==> src/rtl/qlm_pkg.sv <==
package qlm_pkg;

  localparam int ENTRY_W = 16;
  localparam int BYTE_W  = 8;
  localparam int NLANE   = 4;

  typedef enum logic [1:0] {
    LW_SINGLE = 2'd0,
    LW_DUAL   = 2'd1,
    LW_QUAD   = 2'd2
  } lane_w_e;

  typedef enum logic [1:0] {
    ST_IDLE = 2'd0,
    ST_LOW  = 2'd1,
    ST_HIGH = 2'd2,
    ST_WAIT = 2'd3
  } eng_st_e;

  function automatic lane_w_e width_of(input logic [2:0] code);
    case (code)
      3'd1:    width_of = LW_DUAL;
      3'd2:    width_of = LW_QUAD;
      default: width_of = LW_SINGLE;
    endcase
  endfunction

  function automatic int lanes_of(input lane_w_e w);
    case (w)
      LW_DUAL: lanes_of = 2;
      LW_QUAD: lanes_of = 4;
      default: lanes_of = 1;
    endcase
  endfunction

  function automatic logic [3:0] groups_of(input lane_w_e w);
    case (w)
      LW_DUAL: groups_of = 4'd4;
      LW_QUAD: groups_of = 4'd2;
      default: groups_of = 4'd8;
    endcase
  endfunction

  function automatic logic [BYTE_W-1:0] shl_group(input logic [BYTE_W-1:0] s,
                                                  input lane_w_e w);
    case (w)
      LW_DUAL: shl_group = {s[5:0], 2'b00};
      LW_QUAD: shl_group = {s[3:0], 4'b0000};
      default: shl_group = {s[6:0], 1'b0};
    endcase
  endfunction

  function automatic logic [BYTE_W-1:0] cap_merge(input logic [BYTE_W-1:0] r,
                                                  input lane_w_e w,
                                                  input logic [NLANE-1:0] li);
    case (w)
      LW_DUAL: cap_merge = {r[5:0], li[1:0]};
      LW_QUAD: cap_merge = {r[3:0], li[3:0]};
      default: cap_merge = {r[6:0], li[1]};
    endcase
  endfunction

endpackage

==> src/rtl/qlm_fifo.sv <==
module qlm_fifo #(
  parameter int WIDTH = 16,
  parameter int DEPTH = 8
) (
  input  logic             clk,
  input  logic             rst,
  input  logic             wr_en,
  input  logic [WIDTH-1:0] wr_data,
  output logic             full,
  input  logic             rd_en,
  output logic [WIDTH-1:0] rd_data,
  output logic             empty
);
  localparam int AW = (DEPTH > 1) ? $clog2(DEPTH) : 1;

  logic [WIDTH-1:0] mem [DEPTH];
  logic [AW-1:0]    wp, rp;
  logic [AW:0]      cnt;
  logic             do_wr, do_rd;

  assign full    = (cnt == (AW+1)'(DEPTH));
  assign empty   = (cnt == '0);
  assign do_wr   = wr_en && !full;
  assign do_rd   = rd_en && !empty;
  assign rd_data = mem[rp];

  always_ff @(posedge clk) begin
    if (do_wr) mem[wp] <= wr_data;
  end

  always_ff @(posedge clk) begin
    if (rst) begin
      wp  <= '0;
      rp  <= '0;
      cnt <= '0;
    end else begin
      if (do_wr) wp <= (wp == AW'(DEPTH-1)) ? '0 : wp + 1'b1;
      if (do_rd) rp <= (rp == AW'(DEPTH-1)) ? '0 : rp + 1'b1;
      case ({do_wr, do_rd})
        2'b10:   cnt <= cnt + 1'b1;
        2'b01:   cnt <= cnt - 1'b1;
        default: cnt <= cnt;
      endcase
    end
  end
endmodule

==> src/rtl/qlm_lane_mux.sv <==
module qlm_lane_mux
  import qlm_pkg::*;
(
  input  logic [BYTE_W-1:0] sh,
  input  lane_w_e           width,
  input  logic              hd_rx,
  output logic [NLANE-1:0]  out_bits,
  output logic [NLANE-1:0]  oe
);
  int act;
  always_comb act = lanes_of(width);

  for (genvar i = 0; i < NLANE; i++) begin : g_lane
    always_comb begin
      if (i < act) begin
        out_bits[i] = sh[BYTE_W - act + i];
        oe[i]       = !hd_rx;
      end else begin
        out_bits[i] = 1'b0;
        oe[i]       = 1'b0;
      end
    end
  end
endmodule

==> src/rtl/qlm_shift_engine.sv <==
module qlm_shift_engine
  import qlm_pkg::*;
#(
  parameter int DIVW = 8
) (
  input  logic               clk,
  input  logic               rst,
  input  logic [DIVW-1:0]    half_div,
  input  logic [ENTRY_W-1:0] tx_entry,
  input  logic               tx_empty,
  output logic               tx_pop,
  input  logic [NLANE-1:0]   lane_in,
  output logic               rx_push,
  output logic [ENTRY_W-1:0] rx_wdata,
  output logic               sclk,
  output logic               cs_n,
  output logic [NLANE-1:0]   lane_out,
  output logic [NLANE-1:0]   lane_oe,
  output logic               busy,
  output logic               err
);
  eng_st_e           state;
  logic [DIVW-1:0]   cnt, hlim;
  logic [BYTE_W-1:0] sh_tx, sh_rx, mux_sh;
  logic [3:0]        steps;
  lane_w_e           cur_w, ent_w, mux_w;
  logic              cur_hd_rx, cur_cap, cur_eom;
  logic              phase_end, last_grp, fall_now, load_now;
  logic [2:0]        ent_code;
  logic              ent_ok, ent_dir, ent_hd_rx, ent_cap, mux_hd;
  logic [NLANE-1:0]  mux_out, mux_oe;

  // entry tag decode
  always_comb begin
    ent_code  = tx_entry[15:13];
    ent_dir   = tx_entry[11];
    ent_ok    = (ent_code >= 3'd1) && (ent_code <= 3'd3);
    ent_w     = width_of(ent_code);
    ent_hd_rx = ent_ok && ent_dir && (ent_code != 3'd3);
    ent_cap   = ent_ok && ent_dir;
  end

  always_comb begin
    hlim      = (half_div == '0) ? DIVW'(1) : half_div;
    phase_end = (cnt >= hlim - 1'b1);
    last_grp  = (steps == 4'd1);
    fall_now  = (state == ST_HIGH) && phase_end;
    load_now  = !tx_empty && ((state == ST_IDLE) || (state == ST_WAIT) ||
                              (fall_now && last_grp && !cur_eom));
    tx_pop    = load_now;
    mux_sh    = load_now ? tx_entry[BYTE_W-1:0] : shl_group(sh_tx, cur_w);
    mux_w     = load_now ? ent_w : cur_w;
    mux_hd    = load_now ? ent_hd_rx : cur_hd_rx;
  end

  qlm_lane_mux u_mux (
    .sh      (mux_sh),
    .width   (mux_w),
    .hd_rx   (mux_hd),
    .out_bits(mux_out),
    .oe      (mux_oe)
  );

  always_ff @(posedge clk) begin
    if (rst) begin
      state     <= ST_IDLE;
      cnt       <= '0;
      sh_tx     <= '0;
      sh_rx     <= '0;
      steps     <= '0;
      cur_w     <= LW_SINGLE;
      cur_hd_rx <= 1'b0;
      cur_cap   <= 1'b0;
      cur_eom   <= 1'b0;
      sclk      <= 1'b0;
      cs_n      <= 1'b1;
      busy      <= 1'b0;
      lane_out  <= '0;
      lane_oe   <= '0;
      err       <= 1'b0;
      rx_push   <= 1'b0;
      rx_wdata  <= '0;
    end else begin
      rx_push <= 1'b0;
      case (state)
        ST_IDLE: begin
          if (load_now) begin
            cs_n  <= 1'b0;
            busy  <= 1'b1;
            state <= ST_LOW;
          end
        end
        ST_LOW: begin
          if (phase_end) begin
            cnt   <= '0;
            sclk  <= 1'b1;
            sh_rx <= cap_merge(sh_rx, cur_w, lane_in);
            state <= ST_HIGH;
          end else begin
            cnt <= cnt + 1'b1;
          end
        end
        ST_HIGH: begin
          if (phase_end) begin
            cnt  <= '0;
            sclk <= 1'b0;
            if (!last_grp) begin
              steps <= steps - 1'b1;
              state <= ST_LOW;
            end else begin
              rx_push  <= cur_cap;
              rx_wdata <= {{(ENTRY_W-BYTE_W){1'b0}}, sh_rx};
              if (cur_eom) begin
                cs_n    <= 1'b1;
                busy    <= 1'b0;
                lane_oe <= '0;
                state   <= ST_IDLE;
              end else if (load_now) begin
                state <= ST_LOW;
              end else begin
                state <= ST_WAIT;
              end
            end
          end else begin
            cnt <= cnt + 1'b1;
          end
        end
        default: begin
          if (load_now) state <= ST_LOW;
        end
      endcase

      if (load_now) begin
        sh_tx     <= mux_sh;
        cur_w     <= ent_w;
        cur_hd_rx <= ent_hd_rx;
        cur_cap   <= ent_cap;
        cur_eom   <= tx_entry[12];
        steps     <= groups_of(ent_w);
        lane_out  <= mux_out;
        lane_oe   <= mux_oe;
        cnt       <= '0;
        if (!ent_ok) err <= 1'b1;
      end else if (fall_now && !last_grp) begin
        sh_tx    <= mux_sh;
        lane_out <= mux_out;
        lane_oe  <= mux_oe;
      end
    end
  end

  AST_CLK_QUIET_IDLE: assert property (@(posedge clk) disable iff (rst)
    cs_n |-> !sclk);
  AST_LANES_RELEASED: assert property (@(posedge clk) disable iff (rst)
    cs_n |-> (lane_oe == '0));
  AST_BUSY_TRACKS_CS: assert property (@(posedge clk) disable iff (rst)
    busy == !cs_n);
  AST_ERR_HOLDS: assert property (@(posedge clk) disable iff (rst)
    err |=> err);
  AST_PUSH_NEEDS_CAPTURE: assert property (@(posedge clk) disable iff (rst)
    rx_push |-> $past(cur_cap));
endmodule

==> src/rtl/mlspi_master.sv <==
module mlspi_master
  import qlm_pkg::*;
#(
  parameter int DIVW     = 8,
  parameter int TX_DEPTH = 8,
  parameter int RX_DEPTH = 8
) (
  input  logic               clk,
  input  logic               rst,
  input  logic [DIVW-1:0]    half_div,
  input  logic               tx_wr_en,
  input  logic [ENTRY_W-1:0] tx_wr_data,
  output logic               tx_full,
  input  logic               rx_rd_en,
  output logic [ENTRY_W-1:0] rx_rd_data,
  output logic               rx_empty,
  output logic               sclk,
  output logic               cs_n,
  output logic [NLANE-1:0]   lane_out,
  output logic [NLANE-1:0]   lane_oe,
  input  logic [NLANE-1:0]   lane_in,
  output logic               busy,
  output logic               mode_err
);
  logic [ENTRY_W-1:0] tx_head, rx_wdata;
  logic               tx_empty, tx_pop, rx_push, rx_full;

  qlm_fifo #(.WIDTH(ENTRY_W), .DEPTH(TX_DEPTH)) u_txq (
    .clk(clk), .rst(rst),
    .wr_en(tx_wr_en), .wr_data(tx_wr_data), .full(tx_full),
    .rd_en(tx_pop), .rd_data(tx_head), .empty(tx_empty)
  );

  qlm_shift_engine #(.DIVW(DIVW)) u_eng (
    .clk(clk), .rst(rst), .half_div(half_div),
    .tx_entry(tx_head), .tx_empty(tx_empty), .tx_pop(tx_pop),
    .lane_in(lane_in), .rx_push(rx_push), .rx_wdata(rx_wdata),
    .sclk(sclk), .cs_n(cs_n), .lane_out(lane_out), .lane_oe(lane_oe),
    .busy(busy), .err(mode_err)
  );

  qlm_fifo #(.WIDTH(ENTRY_W), .DEPTH(RX_DEPTH)) u_rxq (
    .clk(clk), .rst(rst),
    .wr_en(rx_push), .wr_data(rx_wdata), .full(rx_full),
    .rd_en(rx_rd_en), .rd_data(rx_rd_data), .empty(rx_empty)
  );

  AST_RX_HIGH_BYTE_ZERO: assert property (@(posedge clk) disable iff (rst)
    !rx_empty |-> (rx_rd_data[15:8] == 8'h00));
endmodule

==> config.mk <==
export PLATFORM = sky130hd
export DESIGN_NAME = mlspi_master
export DESIGN_NICKNAME = d
export VERILOG_FILES = /design/src/rtl/qlm_pkg.sv /design/src/rtl/qlm_fifo.sv /design/src/rtl/qlm_lane_mux.sv /design/src/rtl/qlm_shift_engine.sv /design/src/rtl/mlspi_master.sv
export SDC_FILE = /design/constraint.sdc
export NUM_CORES = 1
export LEC_CHECK = 0
export BUFFER_PORTS_ARGS = -buffer_cell sky130_fd_sc_hd__buf_2
export CELL_PAD_IN_SITES_DETAIL_PLACEMENT = 1
export CELL_PAD_IN_SITES_GLOBAL_PLACEMENT = 2
export CORE_ASPECT_RATIO = 1.2
export CORE_MARGIN = 5
export CORE_UTILIZATION = 46
export CTS_CLUSTER_SIZE = 30
export DETAILED_ROUTE_END_ITERATION = 12
export PLACE_DENSITY_LB_ADDON = 0.1
export SYNTH_ARGS = -nofsm -noshare
export SYNTH_HDL_FRONTEND = slang
export SYNTH_SLANG_ARGS = --single-unit
export TNS_END_PERCENT = 1
==> constraint.sdc <==
create_clock -name clk -period 10.73 [get_ports clk]
set_input_delay 2.146 -clock clk [delete_from_list [all_inputs] [get_ports clk]]
set_output_delay 2.146 -clock clk [all_outputs]
set_load 0.02 [all_outputs]
==> results.md, run 1 <==
- FMAX: 0.137 GHz
- Root buffer cell: clkbuf_16
- DR WL met3: roughly 950 um
- Vias/cell: roughly 5.5
- Dpl hpwl: around 16 mm
- Worst skew pair latency: roughly 540 ps
- Cell area power density: around 220 nW/um^2
- RSZ-0062 raised after global routing: no
- First-pass GRT wire length: about 38 mm
- Util after Layout: 0.528
- Crit path max fanout: 24
- Synthesis-to-finish area growth: 13.2%
- DP Worst Slack: approximately 2900 ps
- Cells after Synth: 808
- Crit share post-route: 0.678
- Final-report hold violation count: 0
- Drt pass-1 iters: 4
- Worst Skew: ~16 ps
- Port Buf Inserts: 50
- Routed Antenna Nets: 0
- Post-Synth Adder-Cell Area: 0.0478
- Vias post-DR: roughly 6500
- Crit path required time: 11180 ps
- Post-Synth Simple-Gate Area: 0.0953
- Final Wtd Congestion: between 0.7 and 0.8
- Yosys cell types: 58
- CP startpoint kind: input port
- Vias in the first global route: roughly 7000
- Die area: ~27000 sq um
- Met2 wire length: 12.8 mm
- Post-synth EDFFs: about 170
- Die span in y: 178 um
- YS warnings: 0
- Setup_tns: 0 ps
- DRT met1 WL: about 9.6 mm
- Fin worst setup slack: around 3500 ps
- Worst Hold Class: reg2reg
- Final nets: about 940
- Worst Setup Path Type: in2reg
- Synth Area in XOR/XNOR: 0.0179
- Largest family of logic cells by synthesized area: multiplexers
- Max-cap violation count: 0
- Initial antenna violation count: 0
- Final Slew Violations: 0
- Largest net degree at the start of global routing: 68
- Hold-fix buffers, CTS: 0
- Run status: complete, no violations
- Routed WL: between 20 and 25 mm
- Max_slew headroom: 0.269
- # fillers: 2291
- Setup crit end kind: flop
- Final Setup Violations: 0
- Htree depth: 1
- Minimum clock period: roughly 7300 ps
- CP arrival: a little under 8000 ps
- Synth Area in Compound Gates: 0.0706
- Core ar.: 23100 sq um
- Syn avg cell area: 13.4 sq um
- N_diodes: 0
- Ys async rst share: 0
- IO Pins: 62
- Leakage: 0.00437 uW
- R2R setup slack: around 6200 ps
- Top cell type's share of synthesized area: 0.467
- Drt drc: 0
- Main area contributors after synthesis: edfxtp_1 (47%), dfxtp_1 (15%), mux4_2 (9.2%)
- Synthesized flop and latch total: roughly 250
- TritonCTS buffer count: 27
- Num Clock Sinks: roughly 250
- Seq/Total Area, Yosys: 0.616
- Yosys top cell by area: edfxtp_1
- Post-CTS setup buffers: 0
- GRT Total Usage: 0.183
- Rows: 61
- 1st-iter DRT viols: ~280
- DIE WIDTH: 150 um
- Slew @ Worst Pin: approximately 1100 ps
- Max Used Layer: met4
- Worst VDD drop: 0.162 mV
- Starting Density: 0.467
- Post-synth top flop: edfxtp_1
- DR WL/cell: 19.9 um
- CTS clk-pin slew, worst paths: approximately 60 ps
- CTS tree: yes
- Buffer levels on the longest clock path: 3
- Cell area after synthesis: ~11000 sq um
- Share of cells above drive strength 1: 0.198
- # resized after CTS: 0
- Mux cell area share after synthesis: 0.123
- Total grt overflow: 0
[routing by layer]
layer / vias up / track usage
met5: - / 0
met4: 0 / 0.0484
met3: 36 / 0.0268
met2: 109 / 0.342
met1: 3282 / 0.221
li1: 3108 / -
[stage by stage]
stage          total power [uW]  instance area [sq um]  cells  hold WS, ps
2_1_floorplan              1620                  10800    815          432
3_3_place_gp               1760                  11400   1153          436
3_5_place_dp               1790                  11400   1153          453
4_1_cts                    2680                  12200   1199          464
5_1_grt                    2780                  12200   1199          490
6_report                   2630                  12200   1199          465
[flip-flops by register name, indices dropped and copies added (netlist names), 3 cells and up, named ones only]
name	cells
u_rxq.cnt	4
u_eng.sh_rx	8
u_eng.rx_wdata	8
u_rxq.wp	3
u_rxq.mem	64
u_eng.lane_out	4
u_txq.wp	3
u_txq.rp	3
u_eng.lane_oe	3
u_eng.steps	4
u_eng.cnt	8
u_txq.mem	104
u_eng.sh_tx	7
u_txq.cnt	4
u_rxq.rp	3
[cells by family after synthesis]
logic type | after synthesis
AOI/OAI and AO/OA | 124
muxes | 76
buffers and inverters | 68
other | 1
xor gates and xnor gates | 22
DFF | 248
and+or+nand+nor | 229
adders and majority gates | 40
[critical path, stage by stage]
cell and delay (ps):
buf_2 120, or4_1 560, or3_1 360, nor2_1 120
nor2_1 80, ha_1 210, xnor2_1 180, ha_1 280
and3_1 200, o21ai_0 160, o21ai_1 130, a31oi_2 350
a21o_4 360, clkinv_2 380, mux2i_1 520, ha_1 450
inv_1 220, a2111oi_0 370, a2111oi_0 120, o21ai_0 100
nand4_1 110, o31ai_1 190
[Yosys cell counts, types with 2 or more instances]
library cell / number
clkbuf_1: 20
mux4_2: 44
nand4_1: 4
a211oi_1: 10
or3_1: 5
mux2i_1: 19
nand3_1: 10
nor3_1: 20
a31oi_1: 2
a22oi_1: 11
nor3b_1: 4
ha_1: 38
and3_1: 4
xor2_1: 14
a2111oi_0: 2
nor2_1: 96
o21ai_0: 16
a21o_1: 3
inv_1: 25
mux2_2: 13
a32oi_1: 2
buf_4: 11
o221ai_1: 2
nand2b_1: 7
xnor2_1: 8
nor4_1: 5
buf_2: 5
nand3b_1: 4
a21oi_1: 62
nand2_1: 63
edfxtp_1: 168
dfxtp_1: 80
buf_1: 5
fa_1: 2
[power by group]
group	switching (uW)	internal [uW]
clock network	365	507
registers	49.3	1080
logic	385	249
total	799	1830
[path summary, 6_finish.rpt]
path                                     start           endpoint  depth (start not counted)
worst max-delay path               half_div[4]  u_eng.lane_out[3]                         22
worst min-delay path            u_eng.sh_rx[7]  u_eng.rx_wdata[7]                          2
worst max register to register            flop  u_eng.lane_out[3]                         16
worst min register to register  u_eng.sh_rx[7]  u_eng.rx_wdata[7]                          2
[area by class of cell]
| cell class | instances | area (sq um) | area share |
|---|---|---|---|
| clock buffers | 32 | 694 | 0.0568 |
| multi-input cells | 499 | 3890 | 0.318 |
| clock inverters | 14 | 130 | 0.0107 |
| inverters | 26 | 98.8 | 0.00809 |
| flip-flops and latches | 248 | 6650 | 0.544 |
| well taps | 315 | 394 | 0.0323 |
| repair buffers | 65 | 363 | 0.0297 |
[cell usage in the layout (no fill, tap or decap), types with 4 or more instances in the layout]
cell,netlist,final
a211oi_1,10,10
a21oi_1,62,62
a22oi_1,11,11
and3_1,4,4
buf_2,5,50
buf_4,11,15
clkbuf_1,20,5
clkbuf_16,0,27
clkinv_1,0,4
clkinv_2,1,5
conb_1,1,8
dfxtp_1,80,80
edfxtp_1,168,168
ha_1,38,38
inv_1,25,25
mux2_2,13,13
mux2i_1,19,19
mux4_2,44,44
nand2_1,63,63
nand2b_1,7,7
nand3_1,10,10
nand3b_1,4,4
nand4_1,4,4
nor2_1,96,93
nor3_1,20,16
nor3_2,0,4
nor3b_1,4,4
nor4_1,5,4
o21ai_0,16,16
or3_1,5,5
xnor2_1,8,8
xor2_1,14,14
(Power assumes the default switching activity.)
==> run 2: changes to the inputs <==
--- a/config.mk
+++ b/config.mk
@@ -10,7 +10,7 @@
 export CELL_PAD_IN_SITES_GLOBAL_PLACEMENT = 2
 export CORE_ASPECT_RATIO = 1.2
 export CORE_MARGIN = 5
-export CORE_UTILIZATION = 46
+export CORE_UTILIZATION = 43
 export CTS_CLUSTER_SIZE = 30
 export DETAILED_ROUTE_END_ITERATION = 12
 export PLACE_DENSITY_LB_ADDON = 0.1
==> constraint.sdc (replaced) <==
create_clock -name clk -period 7.6 [get_ports clk]
set_input_delay 1.52 -clock clk [delete_from_list [all_inputs] [get_ports clk]]
set_output_delay 1.52 -clock clk [all_outputs]
set_load 0.02 [all_outputs]
==> run 2 against run 1 <==
  * Worst setup slack worse by 2100 ps
  * Sequential share of layout area down 0.21 points
  * Die area up 6.5%
  * Largest cell class unchanged
  * Final cell count up 1.1%
  * Register-to-register slack worse by 3700 ps
  * Combinational power up 42%
  * Sequential cell count unchanged
  * Via count up 1.1%
  * Global-route usage down 1.1 points
==> results.md, run 2 (same netlist as run 1, synthesis figures left out) <==
- Max_slew headroom: 0.266
- Die area: 28400 sq um
- Root buffer cell: clkbuf_16
- Initial antenna violation count: 0
- DR WL/cell: around 20 um
- Rows: 63
- Port Buf Inserts: 50
- FMAX: ~0.16 GHz
- Final-report hold violation count: 0
- Run status: complete, no violations
- Cell Area, Placed: approximately 11000 sq um
- Crit path max fanout: 24
- Vias post-DR: 6604
- Util after Layout: 0.495
- DIE WIDTH: around 150 um
- Routed Antenna Nets: 0
- Drt drc: 0
- Worst Setup Path Type: in2reg
- 1st-iter DRT viols: 235
- CTS clk-pin slew, worst paths: approximately 60 ps
- Leakage: 0.00436 uW
- Largest net degree at the start of global routing: 68
- Final Slew Violations: 0
- Cell area power density: between 300 and 400 nW/um^2
- CTS tree: yes
- First-pass GRT wire length: around 39 mm
- Largest regs: u_txq.mem (104), u_rxq.mem (64)
- # fillers: approximately 2500
- Max-cap violation count: 0
- Final nets: ~940
- Final Wtd Congestion: 0.751
- Synthesis-to-finish area growth: 13.6%
- Setup crit end kind: flop
- Worst skew pair latency: 530 ps
- Max FFs per register: 104
- Num Clock Sinks: ~250
- Buffer levels on the longest clock path: 3
- Minimum clock period: approximately 6300 ps
- # resized after CTS: 0
- Crit share post-route: 0.825
- Final Setup Violations: 0
- Htree depth: 1
- N_diodes: 0
- Most frequent cells in the layout: edfxtp_1 (168), nor2_1 (93), dfxtp_1 (80), nand2_1 (63), a21oi_1 (62)
- Most common cell after layout, fill and taps aside: edfxtp_1
- Vias in the first global route: ~7300
- Post-CTS setup buffers: 0
- Dpl hpwl: between 15 and 20 mm
- GRT Total Usage: 0.172
- Drt pass-1 iters: 4
- Hold-fix buffers, CTS: 0
- Worst Hold Class: reg2reg
- Vias/cell: approximately 5.4
- TritonCTS buffer count: 26
- Largest reg by FF count: u_txq.mem
- Total grt overflow: 0
- Die span in y: 184 um
- Cells after DPL: 1166
- RSZ-0062 raised after global routing: no
- IO Pins: just over 60
- Sequential cell area: between 6000 and 7000 sq um
- Final instance area: 12300 sq um
- Setup_tns: 0 ps
- Worst VDD drop: ~0.18 mV
- Post-Layout Cell Count: approximately 1200
- Starting Density: 0.436
- Multi-input logic area: 3890 sq um
- CP arrival: ~6700 ps
- R2R setup slack: about 2500 ps
- CP startpoint kind: input port
- Worst Skew: 8.68 ps
- Core ar.: ~25000 sq um
- Slew @ Worst Pin: ~1100 ps
- Share of cells above drive strength 1: 0.202
- Crit path required time: between 8000 and 9000 ps
- Routed WL: between 20 and 25 mm
-- run 2: path summary, 6_finish.rpt --
check	startpoint	to	depth (start not counted)
setup reg to reg	flop	u_eng.lane_out[3]	18
hold / removal	u_eng.lane_out[3]	u_eng.lane_out[3]	2
setup / recovery	half_div[4]	u_eng.lane_out[3]	26
hold reg to reg	u_eng.lane_out[3]	u_eng.lane_out[3]	2
-- run 2: metrics by stage --
stage | hold slack, ps | power, uW | worst slack [ps]
5_1_grt | 481 | 3960 | 791
3_5_place_dp | 449 | 2550 | 772
3_3_place_gp | 442 | 2510 | 1050
6_report | 464 | 3750 | 1330
4_1_cts | 463 | 3800 | 1330
2_1_floorplan | 432 | 2280 | 1570
-- run 2: area by class of cell --
| type | count | share of cell area |
|---|---|---|
| Clock buffer | 32 | 0.0549 |
| Tap cell | 325 | 0.0332 |
| Sequential cell | 248 | 0.542 |
| Clock inverter | 14 | 0.0133 |
| Timing Repair Buffer | 68 | 0.0314 |
| Inverter | 26 | 0.00806 |
| Multi-Input combinational cell | 499 | 0.317 |
-- run 2: metal layers --
layer  track usage  vias to the layer above  wire [um]
li1              -                     3110          -
met1         0.206                     3369      10100
met2         0.331                       94      13300
met3        0.0221                       31        734
met4        0.0378                        0        378
met5             0                        -          0
-- run 2: power by group --
part | internal (uW) | switching (uW) | total, uW | leakage (uW)
logic | 361 | 540 | 901 | 0.00168
clock network | 731 | 509 | 1240 | 0.000400
registers | 1520 | 81.2 | 1600 | 0.00228
total | 2610 | 1130 | 3750 | 0.00436
-- run 2: critical path: stages --
cell and delay [ps]:
buf_2 120, or4_1 550, or3_1 340, nor2_1 110
nor2_1 80, ha_1 210, inv_1 70, nor2_1 60
xnor2_1 180, ha_1 260, nand2_1 80, o21ai_0 110
nor2b_2 180, a31oi_2 290, a21o_4 350, nor3_1 90
a21oi_1 150, buf_4 160, inv_1 60, ha_1 500
inv_1 210, a2111oi_0 450, a2111oi_0 130, o21ai_0 110
nand4_1 130, o31ai_1 200
==> run 3: changes to the inputs <==
--- a/config.mk
+++ b/config.mk
@@ -10,7 +10,7 @@
 export CELL_PAD_IN_SITES_GLOBAL_PLACEMENT = 2
 export CORE_ASPECT_RATIO = 1.2
 export CORE_MARGIN = 5
-export CORE_UTILIZATION = 43
+export CORE_UTILIZATION = 39
 export CTS_CLUSTER_SIZE = 30
 export DETAILED_ROUTE_END_ITERATION = 12
 export PLACE_DENSITY_LB_ADDON = 0.1
==> constraint.sdc (replaced) <==
create_clock -name clk -period 5.6 [get_ports clk]
set_input_delay 1.12 -clock clk [delete_from_list [all_inputs] [get_ports clk]]
set_output_delay 1.12 -clock clk [all_outputs]
set_load 0.02 [all_outputs]
==> run 3 against run 2 <==
  * Register-to-register slack got worse by 1100 ps
  * Sequential cell count unchanged
  * Sequential share of layout area decreased by 0.78 points
  * Largest power group unchanged
==> results.md, run 3 (same netlist as run 1, synthesis figures left out) <==
- Vias/cell: 5.39
- Largest net degree at the start of global routing: 68
- Core ar.: 27200 sq um
- Crit path max fanout: 6
- Slew @ Worst Pin: 1110 ps
- Htree depth: 1
- Logic pwr share: 0.248
- Worst Skew: 19.5 ps
- Worst Hold Class: reg2reg
- Cells after DPL: between 1000 and 1500
- Pint: roughly 3700 uW
- Rows: 66
- Max-cap violation count: 0
- Worst VDD drop: ~0.28 mV
- Vias in the first global route: 7353
- Dpl hpwl: between 15 and 20 mm
- # resized after CTS: 0
- Clk network pwr share: 0.337
- Setup crit end kind: flop
- DR WL/cell: between 15 and 20 um
- Crit path required time: between 6000 and 7000 ps
- RSZ-0062 raised after global routing: no
- Total grt overflow: 0
- Final-report hold violation count: 0
- Share of cells above drive strength 1: 0.215
- Starting Density: 0.397
- Cell area power density: ~420 nW/um^2
- Vias post-DR: approximately 6700
- CP arrival: approximately 5600 ps
- Synthesis-to-finish area growth: 15.3%
- Drt pass-1 iters: 4
- Most frequent cells in the layout: edfxtp_1 (168), nor2_1 (93), dfxtp_1 (80), nand2_1 (63), a21oi_1 (62)
- Post-Layout Cell Count: between 1000 and 1500
- Initial antenna violation count: 0
- Largest reg by FF count: u_txq.mem
- Routed Antenna Nets: 0
- R2R setup slack: between 1000 and 1500 ps
- Final Wtd Congestion: 0.740
- CTS tree: yes
- N_diodes: 0
- FMAX: around 0.2 GHz
- Final nets: around 950
- 1st-iter DRT viols: 237
- Final Slew Violations: 0
- Sw Pwr: roughly 1600 uW
- Port Buf Inserts: 50
- Num Clock Sinks: 248
- Die area: around 31000 sq um
- TritonCTS buffer count: 27
- Multi-input logic area: slightly below 4000 sq um
- Share of power burned in registers: 0.414
- Largest regs: u_txq.mem (104), u_rxq.mem (64)
- Switching share of power: 0.302
- Worst Setup Path Type: in2reg
- # fillers: roughly 2800
- CP startpoint kind: input port
- Most common cell after layout, fill and taps aside: edfxtp_1
- CTS clk-pin slew, worst paths: approximately 60 ps
- Buffer levels on the longest clock path: 3
- IO Pins: 62
- Drt drc: 0
- Max FFs per register: roughly 100
- Sequential cell area: ~6600 sq um
- Post-CTS setup buffers: 0
- GRT Total Usage: 0.161
- DIE WIDTH: about 160 um
- Leakage: ~0.0044 uW
- Root buffer cell: clkbuf_16
- Hold-fix buffers, CTS: 0
- Routed WL: between 20 and 25 mm
- Max_slew headroom: 0.258
- Die span in y: 192 um
- Minimum clock period: just over 5000 ps
- First-pass GRT wire length: 40.1 mm
- Final Setup Violations: 0
- Crit share post-route: 0.915
- Util after Layout: 0.458
- Run status: complete, no violations
- Worst skew pair latency: 540 ps
run 3: cell count changes in the layout (fill, tap and decap cells not counted), sizes merged:
cell | before | now
buf | 68 | 79
clkbuf | 32 | 34
inv | 25 | 27
clkinv | 9 | 8
run 3: metal layers:
metal	track usage	up-vias	part of all wire
met1	0.187	3390	0.40
li1	-	3148	-
met5	0	-	0
met3	0.0228	46	0.035
met2	0.308	106	0.54
met4	0.0459	0	0.026
run 3: worst max-delay path, cell delays in order:
cell and delay, ps:
buf_2 100, or4_1 540, or3_1 340, nor2_1 110, nor2_1 90, ha_1 210
inv_1 80, or3_1 120, xor2_1 170, ha_1 170, a21oi_1 60, o21ai_0 240
nor2b_2 200, a31oi_2 60, a21o_4 260, clkinv_2 70, mux2i_1 250, ha_1 330
buf_4 170, nor2_1 90, a21oi_1 50, a2111oi_0 410, o21ai_0 150, nand4_1 110
o31ai_1 70
run 3: final timing paths:
path / cells past startpoint / end / from
max: 25 / u_eng.lane_out[3] / half_div[4]
min: 2 / u_eng.lane_out[3] / u_eng.lane_out[3]
max reg2reg: 17 / u_eng.lane_out[3] / flop
min reg2reg: 2 / u_eng.lane_out[3] / u_eng.lane_out[3]
run 3: per-stage QoR:
stage / hold WS (ps) / power, uW / setup TNS (ps) / cell area (sq um) / setup slack [ps]
after floorplan: 432 / 3100 / 0 / 10800 / 31.6
after detailed placement: 449 / 3530 / -126 / 11600 / -126
final: 461 / 5240 / 0 / 12400 / 474
after global routing: 485 / 5550 / 0 / 12400 / 10.9
after CTS: 464 / 5320 / 0 / 12400 / 421
after global placement: 439 / 3470 / -28.8 / 11600 / -28.8
run 3: layout make-up:
type | instances | share of cell area
well taps | 340 | 0.0342
repair buffers | 79 | 0.0386
flip-flops and latches | 248 | 0.534
multi-input cells | 499 | 0.314
clock buffers | 34 | 0.0580
clock inverters | 15 | 0.0134
inverters | 26 | 0.00794
run 3: power by group through the flow:
stage	combinational [uW]	clock (uW)	sequential, uW
finish	1300	1770	2170
global route	1460	1910	2180
CTS	1330	1820	2170
detailed placement	1320	0	2210
global placement	1270	0	2200
floorplan	908	0	2190
